**src/rtl/retire_buf_pkg.sv**
```systemverilog
// Shared types for the in-order retirement buffer.
// Assumes nothing beyond being compiled before the modules that import it.
package retire_buf_pkg;
    // Classification of the oldest slot, decoded once per cycle.
    typedef enum logic [1:0] {
        HEAD_EMPTY  = 2'd0,
        HEAD_WAIT   = 2'd1,
        HEAD_RETIRE = 2'd2,
        HEAD_TRAP   = 2'd3
    } head_state_e;
endpackage

```
**src/rtl/retire_buf_ptrs.sv**
```systemverilog
// Head and tail pointers of the circular buffer, each with one wrap bit.
// Assumes DEPTH is a power of two. On flush the tail falls back to the head.
module retire_buf_ptrs #(
    parameter int DEPTH = 8,
    localparam int IDX_W = $clog2(DEPTH)
) (
    input  logic             clk,
    input  logic             rst_n,
    input  logic             push,
    input  logic             pop,
    input  logic             flush,
    output logic [IDX_W-1:0] head_idx,
    output logic [IDX_W-1:0] tail_idx,
    output logic             full
);
    localparam int PTR_W = IDX_W + 1;

    logic [PTR_W-1:0] head_q, tail_q;

    // Advance the pointers on push and pop, or collapse the tail onto the head on flush.
    always_ff @(posedge clk) begin
        if (!rst_n) begin
            head_q <= '0;
            tail_q <= '0;
        end else if (flush) begin
            tail_q <= head_q;
        end else begin
            if (push) tail_q <= tail_q + 1'b1;
            if (pop)  head_q <= head_q + 1'b1;
        end
    end

    // The slot fields agree and the wrap bits differ only when the buffer is full.
    always_comb begin
        head_idx = head_q[IDX_W-1:0];
        tail_idx = tail_q[IDX_W-1:0];
        full     = (head_idx == tail_idx) && (head_q[IDX_W] != tail_q[IDX_W]);
    end
endmodule

```
**src/rtl/retire_buf_entries.sv**
```systemverilog
// Entry storage: per-slot status bits plus payload arrays.
// Assumes push never targets an occupied slot and that pop always targets the head.
// Completions to unoccupied slots are dropped. A flush clears every occupied bit.
module retire_buf_entries #(
    parameter int DEPTH       = 8,
    parameter int AREG_W      = 5,
    parameter int PTAG_W      = 7,
    parameter int DATA_W      = 64,
    parameter int CAUSE_W     = 4,
    parameter bit KEEP_RESULT = 1'b1,
    localparam int IDX_W = $clog2(DEPTH)
) (
    input  logic               clk,
    input  logic               rst_n,
    input  logic               push,
    input  logic [IDX_W-1:0]   wr_idx,
    input  logic [AREG_W-1:0]  wr_areg,
    input  logic [PTAG_W-1:0]  wr_new_tag,
    input  logic [PTAG_W-1:0]  wr_old_tag,
    input  logic               cpl_valid,
    input  logic [IDX_W-1:0]   cpl_idx,
    input  logic               cpl_fault,
    input  logic [CAUSE_W-1:0] cpl_cause,
    input  logic [DATA_W-1:0]  cpl_data,
    input  logic               pop,
    input  logic               flush,
    input  logic [IDX_W-1:0]   rd_idx,
    output logic               rd_live,
    output logic               rd_done,
    output logic               rd_fault,
    output logic [AREG_W-1:0]  rd_areg,
    output logic [PTAG_W-1:0]  rd_new_tag,
    output logic [PTAG_W-1:0]  rd_old_tag,
    output logic [CAUSE_W-1:0] rd_cause,
    output logic [DATA_W-1:0]  rd_data
);
    logic [DEPTH-1:0] live_q, done_q, fault_q;
    logic [AREG_W-1:0]  areg_q  [DEPTH];
    logic [PTAG_W-1:0]  newt_q  [DEPTH];
    logic [PTAG_W-1:0]  oldt_q  [DEPTH];
    logic [CAUSE_W-1:0] cause_q [DEPTH];

    for (genvar g = 0; g < DEPTH; g++) begin : g_slot
        // Status bits of one slot: set on push, marked on completion, cleared on retire or flush.
        always_ff @(posedge clk) begin
            if (!rst_n) begin
                live_q[g]  <= 1'b0;
                done_q[g]  <= 1'b0;
                fault_q[g] <= 1'b0;
            end else if (flush) begin
                live_q[g]  <= 1'b0;
            end else if (push && wr_idx == IDX_W'(g)) begin
                live_q[g]  <= 1'b1;
                done_q[g]  <= 1'b0;
                fault_q[g] <= 1'b0;
            end else if (pop && rd_idx == IDX_W'(g)) begin
                live_q[g]  <= 1'b0;
            end else if (cpl_valid && cpl_idx == IDX_W'(g) && live_q[g]) begin
                done_q[g]  <= 1'b1;
                fault_q[g] <= cpl_fault;
            end
        end
    end

    // Payload written at push time: register and both tags.
    always_ff @(posedge clk) begin
        if (push) begin
            areg_q[wr_idx] <= wr_areg;
            newt_q[wr_idx] <= wr_new_tag;
            oldt_q[wr_idx] <= wr_old_tag;
        end
    end

    // Cause code recorded with each accepted completion.
    always_ff @(posedge clk) begin
        if (cpl_valid && live_q[cpl_idx]) cause_q[cpl_idx] <= cpl_cause;
    end

    if (KEEP_RESULT) begin : g_result
        logic [DATA_W-1:0] data_q [DEPTH];
        // Result value held in the entry so retirement skips the register file.
        always_ff @(posedge clk) begin
            if (cpl_valid && live_q[cpl_idx]) data_q[cpl_idx] <= cpl_data;
        end
        assign rd_data = data_q[rd_idx];
    end else begin : g_no_result
        assign rd_data = '0;
    end

    // Read port for the head slot.
    always_comb begin
        rd_live    = live_q[rd_idx];
        rd_done    = done_q[rd_idx];
        rd_fault   = fault_q[rd_idx];
        rd_areg    = areg_q[rd_idx];
        rd_new_tag = newt_q[rd_idx];
        rd_old_tag = oldt_q[rd_idx];
        rd_cause   = cause_q[rd_idx];
    end
endmodule

```
**src/rtl/retire_buf_head.sv**
```systemverilog
// Decides what the oldest slot does this cycle: nothing, wait, retire or trap.
// Assumes its inputs describe the slot at the head pointer.
module retire_buf_head
    import retire_buf_pkg::*;
(
    input  logic        live,
    input  logic        done,
    input  logic        fault,
    output head_state_e state,
    output logic        retire,
    output logic        trap
);
    // Classify the head and derive the retire and trap strobes.
    always_comb begin
        if (!live)      state = HEAD_EMPTY;
        else if (!done) state = HEAD_WAIT;
        else if (fault) state = HEAD_TRAP;
        else            state = HEAD_RETIRE;
        retire = (state == HEAD_RETIRE);
        trap   = (state == HEAD_TRAP);
    end
endmodule

```
**src/rtl/inorder_retire_buf.sv**
```systemverilog
// In-order retirement buffer: pushes in program order, accepts completions in any
// order, retires from the head, and traps when a faulted entry is the oldest.
// Assumes DEPTH is a power of two and that the consumer takes every commit offered.
module inorder_retire_buf #(
    parameter int DEPTH       = 8,
    parameter int AREG_W      = 5,
    parameter int PTAG_W      = 7,
    parameter int DATA_W      = 64,
    parameter int CAUSE_W     = 4,
    parameter bit KEEP_RESULT = 1'b1,
    localparam int IDX_W = $clog2(DEPTH)
) (
    input  logic               clk,
    input  logic               rst_n,
    input  logic               alloc_valid,
    input  logic [AREG_W-1:0]  alloc_areg,
    input  logic [PTAG_W-1:0]  alloc_new_tag,
    input  logic [PTAG_W-1:0]  alloc_old_tag,
    output logic               alloc_ready,
    output logic [IDX_W-1:0]   alloc_idx,
    input  logic               cpl_valid,
    input  logic [IDX_W-1:0]   cpl_idx,
    input  logic               cpl_fault,
    input  logic [CAUSE_W-1:0] cpl_cause,
    input  logic [DATA_W-1:0]  cpl_data,
    output logic               commit_valid,
    output logic [AREG_W-1:0]  commit_areg,
    output logic [PTAG_W-1:0]  commit_new_tag,
    output logic [PTAG_W-1:0]  commit_old_tag,
    output logic [DATA_W-1:0]  commit_data,
    output logic               exc_valid,
    output logic [IDX_W-1:0]   exc_idx,
    output logic [CAUSE_W-1:0] exc_cause
);
    import retire_buf_pkg::*;

    logic [IDX_W-1:0] head_idx, tail_idx;
    logic full, push, retire, trap;
    logic h_live, h_done, h_fault;
    head_state_e h_state;

    // Push only when there is room and no trap is flushing the buffer.
    always_comb begin
        alloc_ready = !full && !trap;
        push        = alloc_valid && alloc_ready;
        alloc_idx   = tail_idx;
    end

    retire_buf_ptrs #(.DEPTH(DEPTH)) u_ptrs (
        .clk      (clk),
        .rst_n    (rst_n),
        .push     (push),
        .pop      (retire),
        .flush    (trap),
        .head_idx (head_idx),
        .tail_idx (tail_idx),
        .full     (full)
    );

    retire_buf_entries #(
        .DEPTH(DEPTH), .AREG_W(AREG_W), .PTAG_W(PTAG_W),
        .DATA_W(DATA_W), .CAUSE_W(CAUSE_W), .KEEP_RESULT(KEEP_RESULT)
    ) u_entries (
        .clk        (clk),
        .rst_n      (rst_n),
        .push       (push),
        .wr_idx     (tail_idx),
        .wr_areg    (alloc_areg),
        .wr_new_tag (alloc_new_tag),
        .wr_old_tag (alloc_old_tag),
        .cpl_valid  (cpl_valid),
        .cpl_idx    (cpl_idx),
        .cpl_fault  (cpl_fault),
        .cpl_cause  (cpl_cause),
        .cpl_data   (cpl_data),
        .pop        (retire),
        .flush      (trap),
        .rd_idx     (head_idx),
        .rd_live    (h_live),
        .rd_done    (h_done),
        .rd_fault   (h_fault),
        .rd_areg    (commit_areg),
        .rd_new_tag (commit_new_tag),
        .rd_old_tag (commit_old_tag),
        .rd_cause   (exc_cause),
        .rd_data    (commit_data)
    );

    retire_buf_head u_head (
        .live   (h_live),
        .done   (h_done),
        .fault  (h_fault),
        .state  (h_state),
        .retire (retire),
        .trap   (trap)
    );

    // Drive the retire and trap outputs from the head decision.
    always_comb begin
        commit_valid = retire;
        exc_valid    = trap;
        exc_idx      = head_idx;
    end
endmodule

```
**config.mk**
```make
export PLATFORM = sky130hd
export DESIGN_NAME = inorder_retire_buf
export DESIGN_NICKNAME = d
export VERILOG_FILES = /design/src/rtl/retire_buf_pkg.sv /design/src/rtl/retire_buf_ptrs.sv /design/src/rtl/retire_buf_entries.sv /design/src/rtl/retire_buf_head.sv /design/src/rtl/inorder_retire_buf.sv
export SDC_FILE = /design/constraint.sdc
export NUM_CORES = 1
export LEC_CHECK = 0
export BUFFER_PORTS_ARGS = -buffer_cell sky130_fd_sc_hd__buf_2
export CAP_MARGIN = 5
export CORE_AREA = 3 3 240 242
export DETAILED_ROUTE_END_ITERATION = 8
export DIE_AREA = 0 0 243 245
export PLACE_DENSITY = 0.7
export SLEW_MARGIN = 20
export SYNTH_ARGS = -nofsm -noshare
export SYNTH_HDL_FRONTEND = slang
export SYNTH_SLANG_ARGS = --single-unit
```
**constraint.sdc**
```tcl
create_clock -name clk -period 9.6 [get_ports clk]
set_input_delay 2.4 -clock clk [delete_from_list [all_inputs] [get_ports clk]]
set_output_delay 2.4 -clock clk [all_outputs]
set_load 0.01 [all_outputs]
```
# [Word-level counts from Yosys, hierarchy flattened]
# Memory sizes are Yosys's and may differ from the RTL's. A register that Yosys moved wholly into a read port is not among the register bits.
# Index checks and enable logic that the tools add are counted.
[totals] ram_bits=696 latchBits=0 reg_bits=32 mem_bits_ro=0 output_inout_bits=96 mem_count=5
[op_classes] n_bitwise=2 muxes=91 n_eq_ne=33 n_mul=0 div=0 n_reduce_logical=68 n_addsub=2 shift=0 n_lt_le_gt_ge=2
[mem_list] name="u_entries.g_result.data_q" depth=8 width=64 rd=1 rd_clocked_by_memory_dff=1 write_ports=1 line="retire_buf_entries.sv:80" text="logic [DATA_W-1:0] data_q [DEPTH];"
[mem_list] name="u_entries.newt_q" depth=8 width=7 rd=1 rd_clocked_by_memory_dff=1 write_ports=1 line="retire_buf_entries.sv:39" text="logic [PTAG_W-1:0] newt_q [DEPTH];"
[mem_list] name="u_entries.oldt_q" depth=8 width=7 rd=1 rd_clocked_by_memory_dff=1 write_ports=1 line="retire_buf_entries.sv:40" text="logic [PTAG_W-1:0] oldt_q [DEPTH];"
[mem_list] name="u_entries.areg_q" depth=8 width=5 rd=1 rd_clocked_by_memory_dff=1 write_ports=1 line="retire_buf_entries.sv:38" text="logic [AREG_W-1:0] areg_q [DEPTH];"
[mem_list] name="u_entries.cause_q" depth=8 width=4 rd=1 rd_clocked_by_memory_dff=1 write_ports=1 line="retire_buf_entries.sv:41" text="logic [CAUSE_W-1:0] cause_q [DEPTH];"
[op_table] op="1-bit two-way mux" n=73
[op_table] op="3-bit == test, second input constant" n=12
[op_table] op="1-bit logical AND" n=36
[op_table] op="2-bit nonzero test" n=17
[op_table] op="3-bit two-way mux" n=10
[op_table] op="3-bit AND reduction" n=8
[op_table] op="3-bit by 2-bit == test with 1-bit output, second input constant" n=6
[op_table] op="2-bit by 1-bit inequality test with 1-bit output, second input constant" n=8
[op_table] op="1-bit binary-select mux with 3-bit select" n=4
[op_table] op="3-bit by 1-bit == test with 1-bit output, second input constant" n=3
[op_table] op="3-bit logical NOT" n=3
[op_table] op="4-bit by 1-bit adder with 4-bit output, second input constant" n=2
[op_table] op="3-bit by 4-bit < comparator with 1-bit output, second input constant" n=2
[op_table] op="4-bit two-way mux" n=2
[op_table] op="2-bit == test, second input constant" n=2
[op_table] op="2-bit two-way mux" n=2
[op_table] op="3-bit == test" n=1
[op_table] op="1-bit logical NOT" n=2
[op_table] op="1-bit inverter" n=2
[op_table] op="2-bit AND reduction" n=1
[op_table] op="2-bit OR reduction" n=1
[op_table] op="1-bit inequality test" n=1

# [Logic depth before layout (Yosys ltp)]
# Gate-level depths: netlist (run 1).
[logic_depth] ltp_word=12 depth_mapped=9 depth_no_buf=7

# [Modules after synthesis]
# Synthesis (run 1) repeated with hierarchy kept, for this count alone.
[hier_totals] hier_cells=1222 area_unflattened_um2=28210.8
[modules_own_cells] module="retire_buf_entries" cells_per_inst=1165 area_each_um2=27697.8 n_inst=1 seq_area_each_um2=21380.5
[modules_own_cells] module="retire_buf_ptrs" cells_per_inst=50 area_each_um2=460.4 n_inst=1 seq_area_each_um2=160.2
[modules_own_cells] module="retire_buf_head" cells_per_inst=5 area_each_um2=36.3 n_inst=1 seq_area_each_um2=0.0
[modules_own_cells] module="inorder_retire_buf" cells_per_inst=2 area_each_um2=16.3 n_inst=1 seq_area_each_um2=0.0

# [Worst setup path after synthesis (run 1)]
# No wires, ideal clock.
[synth_timing] kind="input -> register" from="input port cpl_valid" to="register u_entries.done_q[7]" path_slack_ns=4.587 path_stages=5 arrival_ns=4.954 required_ns=9.542 n_path_buf=0 path_cell_list="and2_1 and4_1 o21ai_0 nor2_1 o221a_2"
[synth_between] elab_chain_len=4
[synth_lines] element="start: declaration" line="inorder_retire_buf.sv:21" text="input logic cpl_valid,"
[synth_lines] element="1-bit logical AND (2 in a row)" line="retire_buf_entries.sv:58" text="end else if (cpl_valid && cpl_idx == IDX_W'(g) && live_q[g]) begin"
[synth_lines] element="2-bit nonzero test (no line)"
[synth_lines] element="3-bit AND reduction (no line)"
[synth_lines] element="end signal: indexed assignment" line="retire_buf_entries.sv:48" text="done_q[g] <= 1'b0;"
[synth_lines] element="end signal: indexed assignment" line="retire_buf_entries.sv:54" text="done_q[g] <= 1'b0;"
[synth_lines] element="end signal: indexed assignment" line="retire_buf_entries.sv:59" text="done_q[g] <= 1'b1;"
[synth_lines] element="end: declaration" line="retire_buf_entries.sv:37" text="logic [DEPTH-1:0] live_q, done_q, fault_q;"
# No other way between the ends.
# A chain may end at the register's enable or synchronous reset.

# [Worst setup path after layout (run 1)]
[layout_timing] from="register u_ptrs.head_q[1]" to="output port alloc_ready"
[layout_between] elab_chain_len=8 elab_cells_between_ends=15 cone_classes="eq/ne: 2; mux: 9; reduce/logical: 4"
[layout_lines] element="start: declaration" line="retire_buf_ptrs.sv:18" text="logic [PTR_W-1:0] head_q, tail_q;"
[layout_lines] element="start signal: assignment" line="retire_buf_ptrs.sv:29" text="if (pop) head_q <= head_q + 1'b1;"
[layout_lines] element="1-bit binary-select mux with 3-bit select" line="retire_buf_entries.sv:94" text="rd_fault = fault_q[rd_idx];"
[layout_lines] element="1-bit two-way mux (implied by the code)" line="retire_buf_entries.sv:94"
[layout_lines] element="1-bit two-way mux" line="retire_buf_head.sv:17" text="else if (fault) state = HEAD_TRAP;"
[layout_lines] element="2-bit two-way mux" line="retire_buf_head.sv:16" text="else if (!done) state = HEAD_WAIT;"
[layout_lines] element="2-bit two-way mux" line="retire_buf_head.sv:15" text="if (!live) state = HEAD_EMPTY;"
[layout_lines] element="2-bit == test" line="retire_buf_head.sv:20" text="trap = (state == HEAD_TRAP);"
[layout_lines] element="1-bit logical NOT" line="inorder_retire_buf.sv:44" text="alloc_ready = !full && !trap;"
[layout_lines] element="1-bit logical AND *" line="inorder_retire_buf.sv:44"
[layout_lines] element="end: declaration" line="inorder_retire_buf.sv:19" text="output logic alloc_ready,"
# Mark *: on every way between the ends. The rest lies on a longest branch, timed or not. The select of a mux whose other input is x is not followed.

==> summary.md, run 1 <==
The flow ran to the end, and the final reports show no timing, DRC or antenna violations. The tools report the fill cell instance count of the final layout as 3996. Walking the worst path, the cells encountered are inv_1 -> mux4_2 -> a211oi_4 -> or2_4 -> inv_2 -> nor2_1 -> buf_2. In this run the horizontal extent of the chip is 243 um. In this run, synthesis produced a sequential element count of 731. The yosys synthesis warning count was 0; the clock slew at the register clock pins of the worst setup and hold paths was 50 ps. Detailed routing inserted a total of 13000 vias. TritonCTS built the clock tree.

The tools report the count of unresolved DRC violations after routing as 0. Setup violations remaining at the end of the flow were counted as 0. At the placement stage, the worst setup path has a slack of 4400 ps.

In this run the post-CTS setup repair buffer count came out at 0. Detailed router's first-iteration violation count: 912. The largest net degree at the start of global routing was 103. The run gives 1274 as the cell count after synthesis.

The first-pass detailed-route iteration total was 5. Source of the worst hold timing path: u_entries.done_q[1]$_SDFFE_PN0P_. The global-route total usage across every layer was 0.191.

The area added between synthesis and finish works out to 15.0%. Of all nets on the critical path, the largest fanout is 20. For the number of nets produced by synthesis, the log shows 1381. The mean post-synth cell area was 22.1 um2. The final max-slew violation count was 0; the number of vias per cell was 5.66. STA classifies the critical path startpoint as a flop. The net count reported at finish is 1599, and the transition time of the tightest slew-check pin is 1080 ps.

Summed over all nets, the half-perimeter wirelength after detailed placement is 29.8 mm. For the sequential area share after synthesis, the log shows 0.767. STA classifies the critical path endpoint as an output port. Yosys attributes the largest share of cell area to edfxtp_1 (74%), mux4_2 (14%), mux2_2 (3.5%). During I/O placement, the number of pins put on the boundary was 191.

The time the worst path needs with I/O delays and setup is 5860 ps. Share of cells above drive strength 1: 0.388. For the worst-case vdd ir drop, the log shows 0.173 mV.

The type of the worst min-delay path was flop to flop. The final period utilization is 0.611, and the maximum cell stage delay along the critical path is 800 ps. The buffers plus inverters on the worst setup path was 3; the required time of the critical path was 7200 ps. The run gives 28200 um2 as the post-synthesis instance area.

After detailed routing, the total wire length is 55.5 mm. The share of flip-flops with an asynchronous set or reset was 0. The max capacitance violation total is 0, and the global-route congestion overflow total is 0. The run gives 3 as the number of buffers on the longest clock path.

Across all register-to-register paths, the minimum setup slack is 6130 ps. The clock drives 731 sinks. Start point of the critical path: u_ptrs.head_q[1]$_SDFFE_PN0P_. The routed length per instance works out to 24.1 um. Final setup slack of the worst path: 3740 ps. The clock root buffer was clkbuf_16. The slowest stage cell on the critical path is dfxtp_1.

For the initial standard-cell utilization of the core, the log shows 0.509. The start-to-end type of the worst setup path is flop to output port. Number of antenna violations at the first check in global routing: 8.

Setup repair after global routing left no endpoint under its margin. The top cell type by total area after synthesis is edfxtp_1. Power spread over the standard cell area amounts to 201 nW/um2. After synthesis, the netlist uses 46 different library cells.

After floorplanning, the core was sized to cover 55300 um2. The tools report the static power due to leakage as 10.3 nW. Setup total negative slack on the finished layout was measured at 0 ps. The count of final hold-check violations is 0.

The run gives 59500 um2 as the area of the die. The number of synthesized flops with an enable pin was 696; the total CTS buffers was 75. The floorplan step set the die height to 245 um. The tools report the clock skew as 23.3 ps. The congestion estimate from routability-driven global placement came to 0.815. The first global-routing pass estimated 85.2 mm of wire. For this run, the leading register cell type out of synthesis is edfxtp_1.

The tools report the worst-case headroom to the max-slew limit as 0.282. The clock latency of the later-clocked register in the worst-skew pair came out at 610 ps. Data arrival time of the critical path: 3460 ps. Input and output buffers added on the ports amount to 190. The floorplan has 86 rows. Across all hold checks on the routed design, the worst slack comes to 477 ps. The clock tree synthesis step divided the H-tree into 3 levels. The startpoint identified for the worst register-to-register timing path is u_ptrs.head_q[1]$_SDFFE_PN0P_. Based on the critical path, the design can be clocked at up to 0.171 GHz. Among all cell types in the netlist, the one instantiated most often is edfxtp_1.

The count of nets left with antenna violations once routing finished came out at 0. In the synthesized netlist, the cells that appear most often are edfxtp_1 (696), mux4_2 (176), mux2_2 (87). The number of global-route vias before repair is 13900, and the share of the synthesized area in the top cell type is 0.742. The cell family contributing the most delay on the critical path is flip-flops. Hold repair after CTS inserted 0 buffers. For the total of cells resized after clock tree synthesis, the log shows 0.
## cell usage in the layout (no fill, tap or decap), drive strengths merged, types with 4 or more instances in the layout
master	instances
a31oi	10
mux4	176
nor2b	5
xnor2	4
nand2	36
a21boi	4
edfxtp	696
buf	211
nand3	16
o21ai	5
and2	6
mux2	87
bufinv	8
o2111ai	6
nor2	24
ha	12
a21oi	16
xor2	4
a211oi	5
nand3b	7
and3	5
nand4	7
dfxtp	35
clkbuf	88
mux2i	5
inv	15
clkinv	39
## metrics by stage
step                power (mW)  cell area [um2]  utilization  instances
detailed placement        3.74            29900        0.541       2162
floorplan                 3.65            28200            -       1274
CTS                       6.59            32400        0.585       2300
global placement          3.73            29900        0.541       2162
global route              6.73            32400        0.586       2303
finish                    6.52            32400        0.586       2304
## kinds of logic (layout without fill, tap and decap cells)
group,Yosys count,after routing,share of synthesized area
AO/OA/AOI/OAI,56,56,0.0141
adder cells (fa/ha/maj),12,12,0.00533
XOR/XNOR,8,8,0.00249
multiplexers,268,268,0.177
AND/OR/NAND/NOR,116,116,0.0204
flip-flops,731,731,0.767
other,0,3,0
buffers and inverters,83,362,0.0139
## per-layer routing
metal | track usage | routed length [um] | up-vias
li1 | - | - | 5772
met1 | 0.256 | 22900 | 6833
met2 | 0.316 | 28100 | 335
met3 | 0.0430 | 3380 | 79
met4 | 0.0591 | 1010 | 12
met5 | 0 | 65 | -
## final cells by class
type                            count  area [um2]  share of cell area
Tap cell                          748         936              0.0289
Multi-Input combinational cell    460        6220               0.192
Inverter                           13        52.6             0.00162
Clock buffer                       88        1970              0.0607
Sequential cell                   731       21600               0.667
Antenna cell                        3        7.51            0.000232
Clock inverter                     50         463              0.0143
Timing Repair Buffer              211        1160              0.0357
## tightest hold or removal path, delay by kind of cell (launching register included)
kind | cells | cell delay (ps)
compound gates | 1 | 40
flops | 1 | 320
simple gates | 1 | 80
## state kept, by name (all words and copies together) (netlist names), named ones only
name,count
u_entries.live_q,8
u_ptrs.head_q,4
u_entries.g_result.data_q,512
u_ptrs.tail_q,4
u_entries.areg_q,40
u_entries.done_q,8
u_entries.fault_q,8
u_entries.cause_q,32
u_entries.oldt_q,56
u_entries.newt_q,56
## power breakdown
group | leakage, nW | internal (mW) | switching (mW)
logic | 2.53 | 0.0505 | 0.0884
registers | 6.56 | 3.52 | 0.0103
clock network | 1.20 | 1.69 | 1.16
## path summary, 6_finish.rpt
kind | cells after the start | end
max | 7 | alloc_ready
min | 2 | u_entries.done_q[1]$_SDFFE_PN0P_
max reg2reg | 7 | u_entries.oldt_q[7][6]$_DFFE_PP_
min reg2reg | 2 | u_entries.done_q[1]$_SDFFE_PN0P_
Power figures use the tool's default switching activity.
==> inputs of run 2 (changes only) <==
==> constraint.sdc (replaced) <==
create_clock -name clk -period 5.8 [get_ports clk]
set_input_delay 1.45 -clock clk [delete_from_list [all_inputs] [get_ports clk]]
set_output_delay 1.45 -clock clk [all_outputs]
set_load 0.01 [all_outputs]
==> run 2 against run 1 <==
  * Final cell count grew 0.35%
  * Utilization down 0.093 points
  * Die area unchanged
  * Combinational power grew 68%
  * Sequential share of layout area is 0.11 points higher
  * Routed wire length grew 3.3%
  * Sequential power up 65%
  * Register-to-register slack worse by 3700 ps
  * Largest power group unchanged
==> summary.md, run 2 (same netlist as run 1, synthesis figures left out) <==
The flow ran to the end, and the final reports show no timing, DRC or antenna violations. The number of global-route vias before repair is 14200 (+2.2%), and the final RePlAce weighted congestion is 0.826 (+1.4%). The tools report the setup slack at placement as 1600 ps (-2800 ps). Setup repair after global routing left no endpoint under its margin.

The tools report the detailed router's first-iteration violation count as 1035 (+13%). The run gives 0 (unchanged) as the quantity of hold-fixing buffers added after cts. The number of top-level pins was 191 (unchanged); the clock slew at the register clock pins of the worst setup and hold paths was 60 ps (about the same). The clock skew is 17.1 ps (-6.18 ps), and the largest net degree at the start of global routing is 77 (-25%). The tools report the total of cells resized after clock tree synthesis as 0 (unchanged). The combinational share of power was 0.022 (about the same). For the number of antenna violations at the first check in global routing, the log shows 14 (+6). The static power due to leakage came out at 10.2 nW (-0.37%). For the switching component of the power, the log shows 2.09 mW (+66%). The utilization of the core after routing is 0.585 (-0.000928), and the required time of the critical path is 4350 ps (-2850 ps). The tools report the final standard cell count with taps included and fillers excluded as 2312 (+0.35%). The total CTS buffers was 74 (-1.3%); the first-pass GRT wire length was 87.5 mm (+2.7%). For the sequential share of power, the log shows 0.555 (+0.014). TritonCTS built the clock tree. For the total instance count after detailed placement, the log shows 2172 (+0.46%). The most common cell after layout, fill and taps aside is edfxtp_1. The register with the most flip-flops in the final layout is u_entries.g_result.data_q. The maximum cell stage delay along the critical path was 630 ps (-170 ps); the routed length per instance was 24.8 um (+2.9%).

The run gives 55300 um2 (unchanged) as the area of the core. The global-route total usage across every layer was 0.196 (+0.00547); the worst hold path cell count was 2 (unchanged). The final wirelength was 57.3 mm (+3.3%). The tree is rooted in a clkbuf_16.

The largest registers in the layout are u_entries.g_result.data_q: 512 flops, u_entries.newt_q: 56 flops, u_entries.oldt_q: 56 flops. The transition time of the tightest slew-check pin was 1060 ps (-19.0 ps). The height of the die is 245 um (unchanged). The clock period could shrink to 4800 ps. The number of buffers on the longest clock path is 3 (unchanged). The run gives 0 (unchanged) as the post-CTS setup buffer count. Total number of H-tree levels: 3 (unchanged). The clock power share is 0.423 (-0.014). For hold timing, the worst endpoint is u_entries.live_q[1]$_SDFFE_PP0P_. The port buffer count was 190 (unchanged). The worst-case headroom to the max-slew limit is 0.295 (+0.0127), and the number of vias per cell is 5.73 (+1.3%). The depth of the worst register-to-register path came out at 7 (unchanged). Flip-flop count of the largest register after layout: 512 (unchanged). In this run the critical register-to-register path is launched from u_ptrs.head_q[0]$_SDFFE_PN0P_. Final period utilization: 0.828. The type of the worst min-delay path is flop to flop.

The tools report the net count reported at finish as 1607 (+0.50%). In this run the critical register-to-register path is captured at u_entries.oldt_q[3][4]$_DFFE_PP_. The number of nets with antenna violations after routing was 0 (unchanged); the global-route congestion overflow total was 0 (unchanged). Setup-violating endpoint count in the final report: 0 (unchanged). For the maximum clock frequency, the log shows 0.208 GHz.

The cell that appears most often on the critical path is inv_2. For the fill cell instance count of the final layout, the log shows 4030 (+0.85%). The register area came out at 21600 um2 (unchanged). Compared with the post-synthesis result, the final layout area differs by 14.9%.

The library cells used most frequently in the layout, excluding fill and tap cells, are edfxtp_1 (696), buf_2 (190), mux4_2 (176). The run gives 32400 um2 (-0.16%) as the final design instance area without fill. Start-to-end type of the worst setup path: flop to output port. The logs give 6220 um2 (unchanged) for the area taken by multi-input logic gates and 997 ps (-2740 ps) for the final setup slack of the worst path. The signal on the critical path passes through inv_2 -> mux4_2 -> a211oi_4 -> or2_4 -> inv_2 -> nor2_1 -> buf_2. The slowest stage of the critical path is the dfxtp_1 cell. The final-layout setup total negative slack came out at 0 ps (unchanged).

The initial standard-cell utilization of the core was 0.509 (unchanged). Worst-case vdd ir drop: 0.226 mV (+30%). The worst hold path begins at u_entries.live_q[1]$_SDFFE_PP0P_. The share of cells above drive strength 1 was 0.388 (about the same). The clock latency of the later-clocked register in the worst-skew pair is 610 ps (about the same), and the number of gates on the worst path with buffers counted is 7 (unchanged). The run gives 32.3 mm (+8.2%) as the half-perimeter wire length after placement. The logs give 59500 um2 (unchanged) for the area of the die and 2440 ps (-3690 ps) for the register-to-register path setup slack. The count of final hold-check violations was 0 (unchanged). Proportion of total power due to net switching: 0.199 (+0.00497).

The buffers plus inverters on the worst setup path was 3 (unchanged). For the number of cell rows, the log shows 86 (unchanged). The max capacitance violation total was 0 (unchanged); the peak fanout along the critical path was 20 (unchanged). The first-pass detailed-route iteration total is 5 (unchanged), and the final total power is 10.5 mW (+61%). The count of clock tree sinks came out at 731 (unchanged). The run gives 8.44 mW (+61%) as the internal power summed over all cells. Family with the most delay on the worst path: flip-flops. The final max-slew violation count is 0 (unchanged), and the instance area at placement is 30100 um2 (+0.46%). The power per cell area is 325 nW/um2 (+62%).

The chip width is 243 um (unchanged). For the data arrival time of the critical path, the log shows 3350 ps (-110 ps). The tools report the worst-case hold slack as 478 ps (+0.741 ps). For the vias after detailed routing, the log shows 13200 (+1.7%). The count of unresolved DRC violations after routing came out at 0 (unchanged).

The type of element capturing the critical path is an output port. The worst setup path is launched from a flop.
==> run 2: changes by cell type in the layout (fill, tap and decap cells not counted), moves of 3 or more <==
cell | before | now
clkinv_2 | 19 | 16
clkbuf_1 | 11 | 19
buf_4 | 17 | 23
buf_12 | 2 | 7
clkinv_1 | 19 | 13
diode_2 | 3 | 7
bufinv_16 | 8 | 3
==> run 2: power groups by stage <==
stage / clock, mW / sequential, mW / combinational, mW
final: 4.45 / 5.84 / 0.234
after detailed placement: 0 / 5.95 / 0.237
after CTS: 4.55 / 5.84 / 0.238
after global placement: 0 / 5.95 / 0.225
after floorplan: 0 / 5.95 / 0.0989
after global routing: 4.77 / 5.84 / 0.258
==> run 2: cell type report <==
cell class,instances,area share
Clock buffer,94,0.0602
Timing Repair Buffer,220,0.0390
Multi-Input combinational cell,460,0.192
Sequential cell,731,0.668
Clock inverter,39,0.00974
Antenna cell,7,0.000541
Tap cell,748,0.0289
Inverter,13,0.00162
==> run 2: worst max-delay path by stage <==
stage                                        from                          endpoint  slack, ps
floorplan                               cpl_valid  u_entries.done_q[7]$_SDFFE_PN0P_       1740
detailed placement  u_ptrs.head_q[0]$_SDFFE_PN0P_                       alloc_ready       1600
CTS                 u_ptrs.head_q[0]$_SDFFE_PN0P_                       alloc_ready        950
global route        u_ptrs.head_q[0]$_SDFFE_PN0P_                       alloc_ready        730
finish              u_ptrs.head_q[0]$_SDFFE_PN0P_                       alloc_ready       1000
global placement    u_ptrs.head_q[0]$_SDFFE_PN0P_                       alloc_ready       1740
==> run 2: worst min-delay path: cells and delay by family, from the launching register on <==
family             cells  cell delay [ps]
DFF                    1              320
and+or+nand+nor        1               60
AOI/OAI and AO/OA      1               50
==> run 2: per-layer routing <==
| metal | track usage | wire (um) | vias to the layer above |
|---|---|---|---|
| li1 | - | - | 5792 |
| met1 | 0.263 | 23700 | 6973 |
| met2 | 0.322 | 28700 | 371 |
| met3 | 0.0461 | 3610 | 96 |
| met4 | 0.0641 | 1250 | 16 |
| met5 | 0 | 99 | - |
